## src/rtl/mem_err_pkg.sv

```systemverilog
package mem_err_pkg;

    localparam int REG_W   = 64;
    localparam int SW_W    = 16;
    localparam int FLAG_LO = 54;
    localparam int NFLAG   = REG_W - FLAG_LO;
    localparam int RSV_LO  = SW_W;
    localparam int RSV_HI  = FLAG_LO - 1;

    // flag index, relative to FLAG_LO
    localparam int FL_LINK_RECOV = 0;
    localparam int FL_LINK_FATAL = 1;
    localparam int FL_OOB_MULTI  = 2;
    localparam int FL_OOB        = 3;
    localparam int FL_SCRUB_UE   = 4;
    localparam int FL_SCRUB_CE   = 5;
    localparam int FL_ACC_UE     = 6;
    localparam int FL_ACC_CE     = 7;
    localparam int FL_CE_OVF     = 8;
    localparam int FL_UE_OVF     = 9;

    typedef logic [NFLAG-1:0] flag_vec_t;
    typedef logic [SW_W-1:0]  sw_field_t;

    localparam flag_vec_t CE_MASK = flag_vec_t'((1 << FL_LINK_RECOV) | (1 << FL_SCRUB_CE) | (1 << FL_ACC_CE));
    localparam flag_vec_t UE_MASK = flag_vec_t'((1 << FL_LINK_FATAL) | (1 << FL_SCRUB_UE) | (1 << FL_ACC_UE));

    typedef struct packed {
        logic link_recov;
        logic link_fatal;
        logic oob;
        logic scrub_ue;
        logic scrub_ce;
        logic acc_ue;
        logic acc_ce;
    } err_evt_t;

    function automatic logic ce_logged(flag_vec_t f);
        return |(f & CE_MASK);
    endfunction

    function automatic logic ue_logged(flag_vec_t f);
        return |(f & UE_MASK);
    endfunction

    function automatic logic ce_event(err_evt_t e);
        return e.link_recov | e.scrub_ce | e.acc_ce;
    endfunction

    function automatic logic ue_event(err_evt_t e);
        return e.link_fatal | e.scrub_ue | e.acc_ue;
    endfunction

    function automatic logic [REG_W-1:0] pack_reg(flag_vec_t f, sw_field_t sw);
        return {f, {(RSV_HI - RSV_LO + 1){1'b0}}, sw};
    endfunction

endpackage

```

## src/rtl/mem_err_addr_dec.sv

```systemverilog
module mem_err_addr_dec #(
    parameter int                  ADDR_W    = 40,
    parameter int                  NUM_CH    = 4,
    parameter logic [ADDR_W-1:0]   BASE_ADDR = 40'h84_0000_0280,
    parameter int                  STRIDE    = 4096
) (
    input  logic [ADDR_W-1:0] addr,
    output logic [NUM_CH-1:0] hit
);

    for (genvar g = 0; g < NUM_CH; g++) begin : g_win
        localparam logic [ADDR_W-1:0] CH_ADDR = BASE_ADDR + ADDR_W'(g) * ADDR_W'(STRIDE);
        assign hit[g] = (addr == CH_ADDR);
    end

endmodule

```

## src/rtl/mem_err_flag_engine.sv

```systemverilog
module mem_err_flag_engine
    import mem_err_pkg::*;
(
    input  flag_vec_t cur,
    input  err_evt_t  ev,
    output flag_vec_t set
);

    always_comb begin
        set = '0;
        if (ce_event(ev)) begin
            if (ce_logged(cur)) begin
                set[FL_CE_OVF] = 1'b1;
            end else begin
                set[FL_LINK_RECOV] = ev.link_recov;
                set[FL_SCRUB_CE]   = ev.scrub_ce;
                set[FL_ACC_CE]     = ev.acc_ce;
            end
        end
        if (ue_event(ev)) begin
            if (ue_logged(cur)) begin
                set[FL_UE_OVF] = 1'b1;
            end else begin
                set[FL_LINK_FATAL] = ev.link_fatal;
                set[FL_SCRUB_UE]   = ev.scrub_ue;
                set[FL_ACC_UE]     = ev.acc_ue;
            end
        end
        if (ev.oob) begin
            if (cur[FL_OOB]) set[FL_OOB_MULTI] = 1'b1;
            else             set[FL_OOB]       = 1'b1;
        end
    end

endmodule

```

## src/rtl/mem_err_chan_reg.sv

```systemverilog
module mem_err_chan_reg
    import mem_err_pkg::*;
(
    input  logic      clk,
    input  logic      rst,
    input  logic      wr_sel,
    input  flag_vec_t wr_flags,
    input  sw_field_t wr_sw,
    input  flag_vec_t flag_set,
    output flag_vec_t flags,
    output sw_field_t sw_field
);

    flag_vec_t clr;
    assign clr = wr_sel ? wr_flags : '0;

    // flags deliberately carry no reset
    always_ff @(posedge clk) begin
        flags <= (flags & ~clr) | flag_set;
    end

    always_ff @(posedge clk) begin
        if (rst)         sw_field <= '0;
        else if (wr_sel) sw_field <= wr_sw;
    end

    assert_set_wins_R7: assert property (@(posedge clk) disable iff (rst)
        (flag_set != '0) |=> ((flags & $past(flag_set)) == $past(flag_set)));

    assert_w1c_R6: assert property (@(posedge clk) disable iff (rst)
        (wr_sel && ((wr_flags & ~flag_set) != '0)) |=> ((flags & $past(wr_flags & ~flag_set)) == '0));

    assert_w0_keep_R6: assert property (@(posedge clk) disable iff (rst)
        1'b1 |=> ((flags & ~$past(flags | flag_set)) == '0));

endmodule

```

## src/rtl/mem_err_rd_port.sv

```systemverilog
module mem_err_rd_port
    import mem_err_pkg::*;
#(
    parameter int NUM_CH = 4
) (
    input  logic                         clk,
    input  logic                         rst,
    input  logic                         rd_en,
    input  logic [NUM_CH-1:0]            hit,
    input  logic [NUM_CH-1:0][REG_W-1:0] reg_img,
    output logic [REG_W-1:0]             rdata,
    output logic                         rd_valid
);

    logic [REG_W-1:0] sel_data;

    always_comb begin
        sel_data = '0;
        for (int i = 0; i < NUM_CH; i++) begin
            if (hit[i]) sel_data = sel_data | reg_img[i];
        end
    end

    always_ff @(posedge clk) begin
        if (rst) begin
            rd_valid <= 1'b0;
            rdata    <= '0;
        end else begin
            rd_valid <= rd_en;
            if (rd_en) rdata <= sel_data;
        end
    end

    assert_rd_lat_R2: assert property (@(posedge clk) disable iff (rst)
        rd_en |=> rd_valid);

    assert_no_spurious_R2: assert property (@(posedge clk) disable iff (rst)
        !rd_en |=> !rd_valid);

endmodule

```

## src/rtl/mem_err_status_bank.sv

```systemverilog
module mem_err_status_bank
    import mem_err_pkg::*;
#(
    parameter int                ADDR_W    = 40,
    parameter int                NUM_CH    = 4,
    parameter logic [ADDR_W-1:0] BASE_ADDR = 40'h84_0000_0280,
    parameter int                STRIDE    = 4096
) (
    input  logic              clk,
    input  logic              rst,
    input  logic              bus_wr_en,
    input  logic              bus_rd_en,
    input  logic [ADDR_W-1:0] bus_addr,
    input  logic [REG_W-1:0]  bus_wdata,
    input  logic [NUM_CH-1:0] ev_link_recov,
    input  logic [NUM_CH-1:0] ev_link_fatal,
    input  logic [NUM_CH-1:0] ev_oob,
    input  logic [NUM_CH-1:0] ev_scrub_ue,
    input  logic [NUM_CH-1:0] ev_scrub_ce,
    input  logic [NUM_CH-1:0] ev_acc_ue,
    input  logic [NUM_CH-1:0] ev_acc_ce,
    output logic [REG_W-1:0]  bus_rdata,
    output logic              bus_rd_valid
);

    logic [NUM_CH-1:0]            hit;
    logic [NUM_CH-1:0]            wr_hit;
    logic [NUM_CH-1:0][REG_W-1:0] reg_img;

    mem_err_addr_dec #(
        .ADDR_W    (ADDR_W),
        .NUM_CH    (NUM_CH),
        .BASE_ADDR (BASE_ADDR),
        .STRIDE    (STRIDE)
    ) u_dec (
        .addr (bus_addr),
        .hit  (hit)
    );

    assign wr_hit = {NUM_CH{bus_wr_en}} & hit;

    for (genvar g = 0; g < NUM_CH; g++) begin : g_ch
        err_evt_t  ev;
        flag_vec_t flags;
        flag_vec_t flag_set;
        sw_field_t sw_field;

        assign ev.link_recov = ev_link_recov[g];
        assign ev.link_fatal = ev_link_fatal[g];
        assign ev.oob        = ev_oob[g];
        assign ev.scrub_ue   = ev_scrub_ue[g];
        assign ev.scrub_ce   = ev_scrub_ce[g];
        assign ev.acc_ue     = ev_acc_ue[g];
        assign ev.acc_ce     = ev_acc_ce[g];

        mem_err_flag_engine u_eng (
            .cur (flags),
            .ev  (ev),
            .set (flag_set)
        );

        mem_err_chan_reg u_reg (
            .clk      (clk),
            .rst      (rst),
            .wr_sel   (wr_hit[g]),
            .wr_flags (bus_wdata[REG_W-1:FLAG_LO]),
            .wr_sw    (bus_wdata[SW_W-1:0]),
            .flag_set (flag_set),
            .flags    (flags),
            .sw_field (sw_field)
        );

        assign reg_img[g] = pack_reg(flags, sw_field);

        assert_ce_ovf_R8: assert property (@(posedge clk) disable iff (rst)
            (ce_event(ev) && ce_logged(flags) && !wr_hit[g])
            |=> (flags[FL_CE_OVF] && $stable(flags & CE_MASK)));

        assert_ue_ovf_R9: assert property (@(posedge clk) disable iff (rst)
            (ue_event(ev) && ue_logged(flags) && !wr_hit[g])
            |=> (flags[FL_UE_OVF] && $stable(flags & UE_MASK)));

        assert_oob_multi_R10: assert property (@(posedge clk) disable iff (rst)
            (ev.oob && flags[FL_OOB] && !wr_hit[g])
            |=> (flags[FL_OOB_MULTI] && flags[FL_OOB]));
    end

    mem_err_rd_port #(
        .NUM_CH (NUM_CH)
    ) u_rd (
        .clk      (clk),
        .rst      (rst),
        .rd_en    (bus_rd_en),
        .hit      (hit),
        .reg_img  (reg_img),
        .rdata    (bus_rdata),
        .rd_valid (bus_rd_valid)
    );

    assert_rsvd_rd_R4: assert property (@(posedge clk) disable iff (rst)
        bus_rd_valid |-> (bus_rdata[RSV_HI:RSV_LO] == '0));

    assert_rsvd_wr_R4: assert property (@(posedge clk) disable iff (rst)
        (bus_wr_en && bus_rd_en && (|bus_wdata[RSV_HI:RSV_LO])) |=> (bus_rdata[RSV_HI:RSV_LO] == '0));

endmodule

```

## config.mk

```make
export PLATFORM = sky130hd
export DESIGN_NAME = mem_err_status_bank
export DESIGN_NICKNAME = d
export VERILOG_FILES = /design/src/rtl/mem_err_pkg.sv /design/src/rtl/mem_err_addr_dec.sv /design/src/rtl/mem_err_flag_engine.sv /design/src/rtl/mem_err_chan_reg.sv /design/src/rtl/mem_err_rd_port.sv /design/src/rtl/mem_err_status_bank.sv
export SDC_FILE = /design/constraint.sdc
export NUM_CORES = 1
export LEC_CHECK = 0
export CAP_MARGIN = 20
export CORE_ASPECT_RATIO = 0.75
export CORE_MARGIN = 2
export CORE_UTILIZATION = 53
export DETAILED_ROUTE_END_ITERATION = 10
export HOLD_SLACK_MARGIN = 0.05
export PLACE_DENSITY = 0.86
export SLEW_MARGIN = 25
export SYNTH_ARGS = -nofsm -noshare
export SYNTH_HDL_FRONTEND = slang
export SYNTH_HIERARCHICAL = 1
export SYNTH_SLANG_ARGS = --single-unit
```

## constraint.sdc

```tcl
create_clock -name clk -period 3.2 [get_ports clk]
set_clock_uncertainty 0.05 [all_clocks]
set_input_delay 0.64 -clock clk [delete_from_list [all_inputs] [get_ports clk]]
set_output_delay 0.64 -clock clk [all_outputs]
set_load 0.05 [all_outputs]
```

==> summary.json, run 1 <==
{
  "timing": {
    "grt_setup_unrepaired": "no",
    "final_min_period_over_clock_period_pct": 89.6,
    "max_slew_headroom_pct": 58.6,
    "fmaxAchievable_ghz": 0.349,
    "finalWorstSetupSlack_ns": 0.333,
    "finalWorstPathRequiredPeriod_ns": 2.87,
    "slew_viol_final": 0,
    "hold_violations": 0,
    "setup_viol": 0,
    "worstMarginPinSlew_ns": 0.621
  },
  "cells_and_area": {
    "layout.cells.most_common_list": "sky130_fd_sc_hd__dfxtp_1, sky130_fd_sc_hd__clkdlybuf4s50_1, sky130_fd_sc_hd__conb_1",
    "area.growth.synth_to_final_pct": 37.1,
    "layout.filler_cells": 1023,
    "drive_gt1_share_pct": 6.32,
    "most_common_library_cell_in_the_layout_ignoring_fill_and_taps": "sky130_fd_sc_hd__dfxtp_1",
    "finish.net_count": 1199,
    "insertedDiodeCount": 0,
    "final_util_pct": 74.7,
    "final_cells": 1251
  },
  "placement": {
    "port_buffers": 162,
    "place_inst": 1219,
    "dp_slack_ns": -0.0172,
    "gpl.final_weighted_congestion": 0.819,
    "detailed_place_hpwl_um": 12300
  },
  "floorplanning": {
    "die-area_mm2": 0.0152,
    "die_y_um": 107,
    "std_cell_rows": 37,
    "fp.dieW_um": 141,
    "io_pins": 201,
    "initial_utilization_pct": 54.5,
    "core_area_mm2": 0.0138
  },
  "pwr": {
    "power.share.switching_pct": 25.5,
    "share_seq_of_total_power_pct": 46.1,
    "powerDensity_mw_per_mm2": 498,
    "p_comb_share_pct": 11.8,
    "p_int_mw": 3.83,
    "switching_power_of_the_nets_mw": 1.31,
    "p_clk_share_pct": 42.1,
    "vdd_drop_max_uv": 446,
    "leakage_nw": 3.60,
    "report.power.total_mw": 5.13
  },
  "run_status": {
    "outcome": "finished clean"
  },
  "clocking": {
    "cts_tree": "built",
    "cts.sink_count": 169,
    "cts_buffers": 17,
    "insertion_delay_ns": 0.41,
    "clock_tree.buffer_depth": 2,
    "cts.htree.levels": 4,
    "cts_resized": 0,
    "clk_root_buffer_cell": "sky130_fd_sc_hd__clkbuf_16",
    "post-cts-setup-buffer-count": 0,
    "post_cts_hold_buffer_count": 0,
    "clkTransAtPathRegs_ns": 0.06
  },
  "run": {
    "maximum_capacitance_violations": 0
  },
  "detailed_routing": {
    "routed-via-count": 6702,
    "routedWlPerCell_um": 15.4,
    "drtIter0Drc": 426,
    "vias_per_cell": 5.36,
    "first_pass_iters": 5,
    "finalWirelength_um": 19300,
    "final_antenna_net_count": 0,
    "drc_errors": 0
  },
  "grt": {
    "grt-ovfl-total": 0,
    "global_route.usage.total_pct": 26.1,
    "antenna_found_initial": 0,
    "grt_pass1_vias": 6667,
    "wire_length_of_the_first_global_routing_pass_um": 31900,
    "pin_count_of_the_biggest_net_entering_global_routing": 78
  },
  "synth": {
    "synth_seq_area_share_pct": 45.0,
    "yosys_register_bits": 169,
    "synth_enable_flop_cells": 0,
    "syn_area_per_cell_um2": 9.59,
    "yosysWarningCount": 6,
    "dominant_register_cell_in_the_synthesized_netlist": "sky130_fd_sc_hd__dfxtp_1",
    "synth.distinct_cells": 24,
    "post_synth_instance_area_mm2": 0.00751,
    "share_of_synthesized_flip_flops_with_an_asynchronous_set_or_reset_pct": 0,
    "syn-instance-count": 784
  },
  "min_path": {
    "type_of_the_most_critical_hold_path": "reg -> reg"
  },
  "critical_path": {
    "worst_setup_path_start_kind": "primary input",
    "worst_path_max_delay_cell": "sky130_fd_sc_hd__nor4_2",
    "path_cells": "clkdlybuf4s50_1 -> nor4_2 -> nand4_1 -> nor4_2 -> buf_4 -> a22oi_1 -> a311oi_1",
    "worstPathArrival_ns": 3.13,
    "worstSetupEndpointType": "flip-flop",
    "critPathRequiredTime_ns": 3.46,
    "crit_fanout": 36,
    "timing.setup.critical_path_class": "in -> reg",
    "critical_path.max_stage_delay_ns": 0.53,
    "cp_common_cell": "sky130_fd_sc_hd__nor4_2"
  }
}
==> power by group through the flow <==
stage	Sequential (mW)	Clock [mW]	Combinational, mW
2_1_floorplan	2.52	0	0.209
3_3_place_gp	2.41	0	0.591
3_5_place_dp	2.41	0	0.602
4_1_cts	2.36	2.18	0.603
5_1_grt	2.38	2.28	0.656
6_report	2.36	2.16	0.606
==> registers in the layout (all words and copies together), names as in the netlist <==
signal,cells
g_ch.u_reg/flags,40
g_ch.u_reg/sw_field,64
u_rd/rd_valid,1
u_rd/rdata,64
==> critical path: cells and delay by family <==
family                 cells  cell delay, ns
and+or+nand+nor            3            1.13
buffers and inverters      2            0.88
AOI/OAI and AO/OA          2            0.47
==> per-layer routing <==
layer / wire, um / up-vias / track usage (%)
met3: 1090 / 27 / 4.96
met1: 8740 / 3136 / 34.2
met2: 9200 / 215 / 44.1
met5: 0 / - / 0
met4: 263 / 0 / 7.79
li1: - / 3324 / -
==> Yosys cell counts, drive strengths merged (9+ instances only) <==
cell / n / area share, %
dfxtp: 169 / 45
mux2i: 64 / 8.5
a311oi: 64 / 7.5
nand2: 41 / 2.0
clkbuf: 12 / 0.60
buf: 57 / 5.8
nor2: 137 / 6.8
a22oi: 128 / 13
nor3: 16 / 1.6
and2: 32 / 2.7
a21o: 40 / 4.0
nor4: 9 / 1.0
==> area by class of cell <==
cell class,instances,area (um^2),share of cell area (%)
multi-input combinational,697,4250,41.2
tap,175,219,2.12
sequential,169,3380,32.8
clock buffer,20,467,4.53
timing repair buffer,178,1820,17.7
clock inverter,12,165,1.60
==> path summary, 6_finish.rpt <==
check / from / end / slack, ns / cells past startpoint
worst max-delay path: bus_addr[1] / u_rd/rdata[61] / 0.33 / 7
worst min register to register: g_ch[0].u_reg/flags[8] / g_ch[0].u_reg/flags[8] / 0.40 / 1
worst max register to register: g_ch[2].u_reg/flags[5] / g_ch[2].u_reg/flags[8] / 2.21 / 3
worst min-delay path: g_ch[0].u_reg/flags[8] / g_ch[0].u_reg/flags[8] / 0.40 / 1
==> cell families after synthesis <==
kind of cell,after synthesis,share of synthesized area (%)
simple gates,249,15.8
flops,169,45.0
other cells,1,0.0499
compound gates,232,24.2
mux,64,8.52
buf+inv,69,6.36
==> stage by stage <==
step / hold WS [ns] / setup TNS [ns] / area [um^2]
after CTS: 0.407 / 0 / 10300
after global routing: 0.417 / 0 / 10300
after global placement: 0.383 / 0 / 9670
after floorplan: 0.376 / 0 / 8080
after detailed placement: 0.393 / -0.0362 / 9670
final: 0.405 / 0 / 10300
No activity file was read; power rests on OpenSTA's default activity.
==> run 2, diff against run 1 <==
Settings changed: SKIP_LAST_GASP from default to 1, TNS_END_PERCENT from default to 1.
==> results of run 2 <==
Final layout, timing and power as in run 1 (identical DEF).
==> run 3, diff against run 2 <==
Settings changed: CORE_UTILIZATION 53 to 45, PLACE_DENSITY 0.86 to 0.78.
Clock period 3.2 ns to 2.4 ns, I/O delays scaled along.
==> run 3 against run 2 <==
Combinational power rose by 35%. Global-route usage fell by 3.2 points. Worst hold slack improved by 0.0030 ns. Sequential power rose by 33%. Flip-flop and latch count did not move. Critical path type unchanged. Largest power group unchanged. Highest routed layer is now met5.
==> summary.json, run 3 (synthesized netlist as in run 1, its figures left out) <==
{
  "critical_path": {
    "timing.critical_path.buf_inv": {"value": 3, "change": "+1"},
    "rr_endpoint": "g_ch[0].u_reg/flags[9]",
    "worstSetupEndpointType": "flip-flop",
    "critical_path.max_stage_delay": {"value": 0.42, "unit": "ns", "change": "-0.11 ns"},
    "crit_fanout": {"value": 8, "change": "-78%"},
    "reg2reg_slack": {"value": 1.40, "unit": "ns", "change": "-0.81 ns"},
    "worst_path_max_delay_cell": "sky130_fd_sc_hd__nor4_4",
    "worst_setup_path_start_kind": "primary input",
    "timing.critical_path.max_delay_family": "simple AND/OR/NAND/NOR gates",
    "timing.reg2reg.worst_path_depth": {"value": 3, "change": "unchanged"},
    "path_cells": "clkdlybuf4s50_1 -> nor4_1 -> nand4_1 -> buf_6 -> nor4_4 -> and2_4 -> buf_12 -> mux2i_2 -> nor2_1",
    "timing.setup.critical_path_class": "in -> reg",
    "critPathRequiredTime": {"value": 2.64, "unit": "ns", "change": "-0.82 ns"},
    "worstSetupStartpoint": "bus_addr[28]",
    "crit-reg2reg-launch": "g_ch[0].u_reg/flags[4]",
    "worstPathArrival": {"value": 2.64, "unit": "ns", "change": "-0.49 ns"}
  },
  "floorplanning": {
    "std_cell_rows": {"value": 40, "change": "+8.1%"},
    "io_pins": {"value": 201, "change": "unchanged"},
    "initial_utilization": {"value": 46.5, "unit": "%", "change": "-8.0 points"},
    "die_y": {"value": 116, "unit": "um", "change": "+8.2%"},
    "die-area": {"value": 0.0178, "unit": "mm^2", "change": "+17%"},
    "core_area": {"value": 0.0162, "unit": "mm^2", "change": "+17%"},
    "fp.dieW": {"value": 153, "unit": "um", "change": "+8.3%"}
  },
  "min_path": {
    "hold_start": "g_ch[1].u_reg/flags[9]",
    "hold_path_depth": {"value": 1, "change": "unchanged"},
    "type_of_the_most_critical_hold_path": "reg -> reg",
    "min_delay_endpoint": "g_ch[1].u_reg/flags[9]"
  },
  "cells_and_area": {
    "finish.net_count": {"value": 1227, "change": "+2.3%"},
    "layout.cells.most_common_list": "sky130_fd_sc_hd__dfxtp_1, sky130_fd_sc_hd__conb_1, sky130_fd_sc_hd__nor2_1",
    "layout.filler_cells": {"value": 1340, "change": "+31%"},
    "insertedDiodeCount": {"value": 0, "change": "unchanged"},
    "most_common_library_cell_in_the_layout_ignoring_fill_and_taps": "sky130_fd_sc_hd__dfxtp_1",
    "drive_gt1_share": {"value": 9.15, "unit": "%", "change": "+2.8 points"},
    "area.growth.synth_to_final_pct": 44.2,
    "biggest_regs": "g_ch.u_reg/sw_field (64), u_rd/rdata (64), g_ch.u_reg/flags (40)"
  },
  "timing": {
    "max_slew_headroom": {"value": 61.0, "unit": "%", "change": "+2.4 points"},
    "slew_viol_final": {"value": 0, "change": "unchanged"},
    "final_min_period_over_clock_period_pct": 99.8,
    "hold_violations": {"value": 0, "change": "unchanged"},
    "fin_hold_ws": {"value": 0.408, "unit": "ns", "change": "+0.00299 ns"},
    "worstMarginPinSlew": {"value": 0.583, "unit": "ns", "change": "-0.0380 ns"},
    "finalWorstPathRequiredPeriod_ns": 2.39,
    "finalWorstSetupSlack": {"value": 0.00507, "unit": "ns", "change": "-0.327 ns"},
    "setup_viol": {"value": 0, "change": "unchanged"},
    "fmaxAchievable_ghz": 0.418
  },
  "run_status": {
    "outcome": "finished clean"
  },
  "clocking": {
    "insertion_delay": {"value": 0.42, "unit": "ns", "change": "about the same"},
    "cts_buffers": {"value": 17, "change": "unchanged"},
    "clk_root_buffer_cell": "sky130_fd_sc_hd__clkbuf_16",
    "cts.htree.levels": {"value": 4, "change": "unchanged"},
    "cts_tree": "built",
    "clkTransAtPathRegs": {"value": 0.07, "unit": "ns", "change": "about the same"},
    "cts.sink_count": {"value": 169, "change": "unchanged"},
    "clock_tree.buffer_depth": {"value": 2, "change": "unchanged"}
  },
  "grt": {
    "grt-ovfl-total": {"value": 0, "change": "unchanged"},
    "global_route.usage.total": {"value": 23.0, "unit": "%", "change": "-3.2 points"},
    "antenna_found_initial": {"value": 1, "change": "+1"},
    "grt.busiest_layer": "met2",
    "wire_length_of_the_first_global_routing_pass": {"value": 32900, "unit": "um", "change": "+3.2%"},
    "grt_use_met3": {"value": 5.27, "unit": "%", "change": "+0.32 points"},
    "grt_pass1_vias": {"value": 6634, "change": "-0.49%"},
    "grtUsageMet2": {"value": 38.5, "unit": "%", "change": "-5.6 points"},
    "groute.layer.met1.usage": {"value": 30.3, "unit": "%", "change": "-3.9 points"},
    "pin_count_of_the_biggest_net_entering_global_routing": {"value": 55, "change": "-29%"}
  },
  "detailed_routing": {
    "drtIter0Drc": {"value": 483, "change": "+13%"},
    "drc_errors": {"value": 0, "change": "unchanged"},
    "routed-via-count": {"value": 6896, "change": "+2.9%"},
    "first_pass_iters": {"value": 5, "change": "unchanged"},
    "routedWlPerCell": {"value": 16.2, "unit": "um", "change": "+5.0%"},
    "final_antenna_net_count": {"value": 0, "change": "unchanged"},
    "finalWirelength": {"value": 21300, "unit": "um", "change": "+10%"},
    "vias_per_cell": {"value": 5.25, "change": "-2.0%"}
  },
  "pwr": {
    "p_comb_share": {"value": 12.1, "unit": "%", "change": "+0.3 points"},
    "leakage": {"value": 4.09, "unit": "nW", "change": "+13%"},
    "power.share.switching": {"value": 26.4, "unit": "%", "change": "+0.95 points"},
    "powerDensity": {"value": 623, "unit": "mW/mm^2", "change": "+25%"},
    "vdd_drop_max": {"value": 483, "unit": "uV", "change": "+8.1%"},
    "p_clk_share": {"value": 41.2, "unit": "%", "change": "-0.9 points"},
    "share_seq_of_total_power": {"value": 46.7, "unit": "%", "change": "+0.6 points"},
    "p_int": {"value": 4.97, "unit": "mW", "change": "+30%"},
    "switching_power_of_the_nets": {"value": 1.78, "unit": "mW", "change": "+37%"}
  },
  "run": {
    "maximum_capacitance_violations": {"value": 0, "change": "unchanged"}
  },
  "placement": {
    "detailed_place_hpwl": {"value": 13300, "unit": "um", "change": "+8.5%"},
    "gpl.final_weighted_congestion": {"value": 0.815, "change": "-0.52%"},
    "port_buffers": {"value": 162, "change": "unchanged"},
    "dp_slack": {"value": -0.569, "unit": "ns", "change": "-0.552 ns"}
  }
}
run 3: changes by cell type in the layout (fill, tap and decap cells not counted), sizes merged:
cell,change
clkinvlp,-1
bufbuf,+1
clkdlybuf4s50,-28
clkbuf,+5
buf,+22
bufinv,-1
inv,+2
dlymetal6s2s,+28
run 3: stage by stage:
stage	utilization, %	total power, mW	cells	area [um^2]	TNS [ns]
after global routing	67.0	7.00	1314	10800	-1.48
final	67.0	6.75	1314	10800	0
after CTS	65.5	6.78	1309	10600	-0.483
after detailed placement	61.3	4.02	1272	9900	-58.04
after floorplan	-	3.64	935	8080	0
after global placement	61.3	4.01	1272	9900	-48.23
run 3: layout make-up:
class / instances / area [um^2] / area share, %
well taps: 210 / 263 / 2.42
multi-input cells: 697 / 4310 / 39.7
repair buffers: 206 / 2290 / 21.1
flip-flops and latches: 169 / 3380 / 31.2
clock inverters: 12 / 140 / 1.29
clock buffers: 20 / 457 / 4.21
run 3: power groups by stage:
stage                     registers (mW)  logic [mW]  clock network [mW]
after detailed placement            3.21       0.813                   0
after floorplan                     3.36       0.279                   0
final                               3.15       0.819                2.78
after CTS                           3.15       0.818                2.81
after global routing                3.18       0.883                2.94
after global placement              3.21       0.801                   0
run 3: worst max path at each step:
| stage | endpoint | slack (ns) | depth (start not counted) |
|---|---|---|---|
| finish | g_ch[3].u_reg/sw_field[2] | 0.005 | 9 |
| global route | g_ch[3].u_reg/sw_field[2] | -0.09 | 9 |
| CTS | u_rd/rdata[8] | -0.04 | 8 |
| detailed placement | g_ch[0].u_reg/sw_field[14] | -0.57 | 9 |
| global placement | g_ch[0].u_reg/sw_field[3] | -0.47 | 9 |
| floorplan | g_ch[1].u_reg/sw_field[10] | 0.31 | 8 |
run 3: per-layer routing:
layer | routed length [um] | part of all wire (%)
met4 | 279 | 1.3
met3 | 1340 | 6.3
met5 | 13 | 0.061
met1 | 9620 | 45
met2 | 10000 | 47
run 3: what timing repair did:
action | 4_1_cts | 5_1_grt
gates cloned | 1 | 5
hold buffers | 0 | 0
buffers inserted | 4 | 1
endpoints found under the setup margin | 55 | 124
pin swaps | 4 | 20
gates resized for setup | 7 | 44
endpoints found under the hold margin | 0 | 0
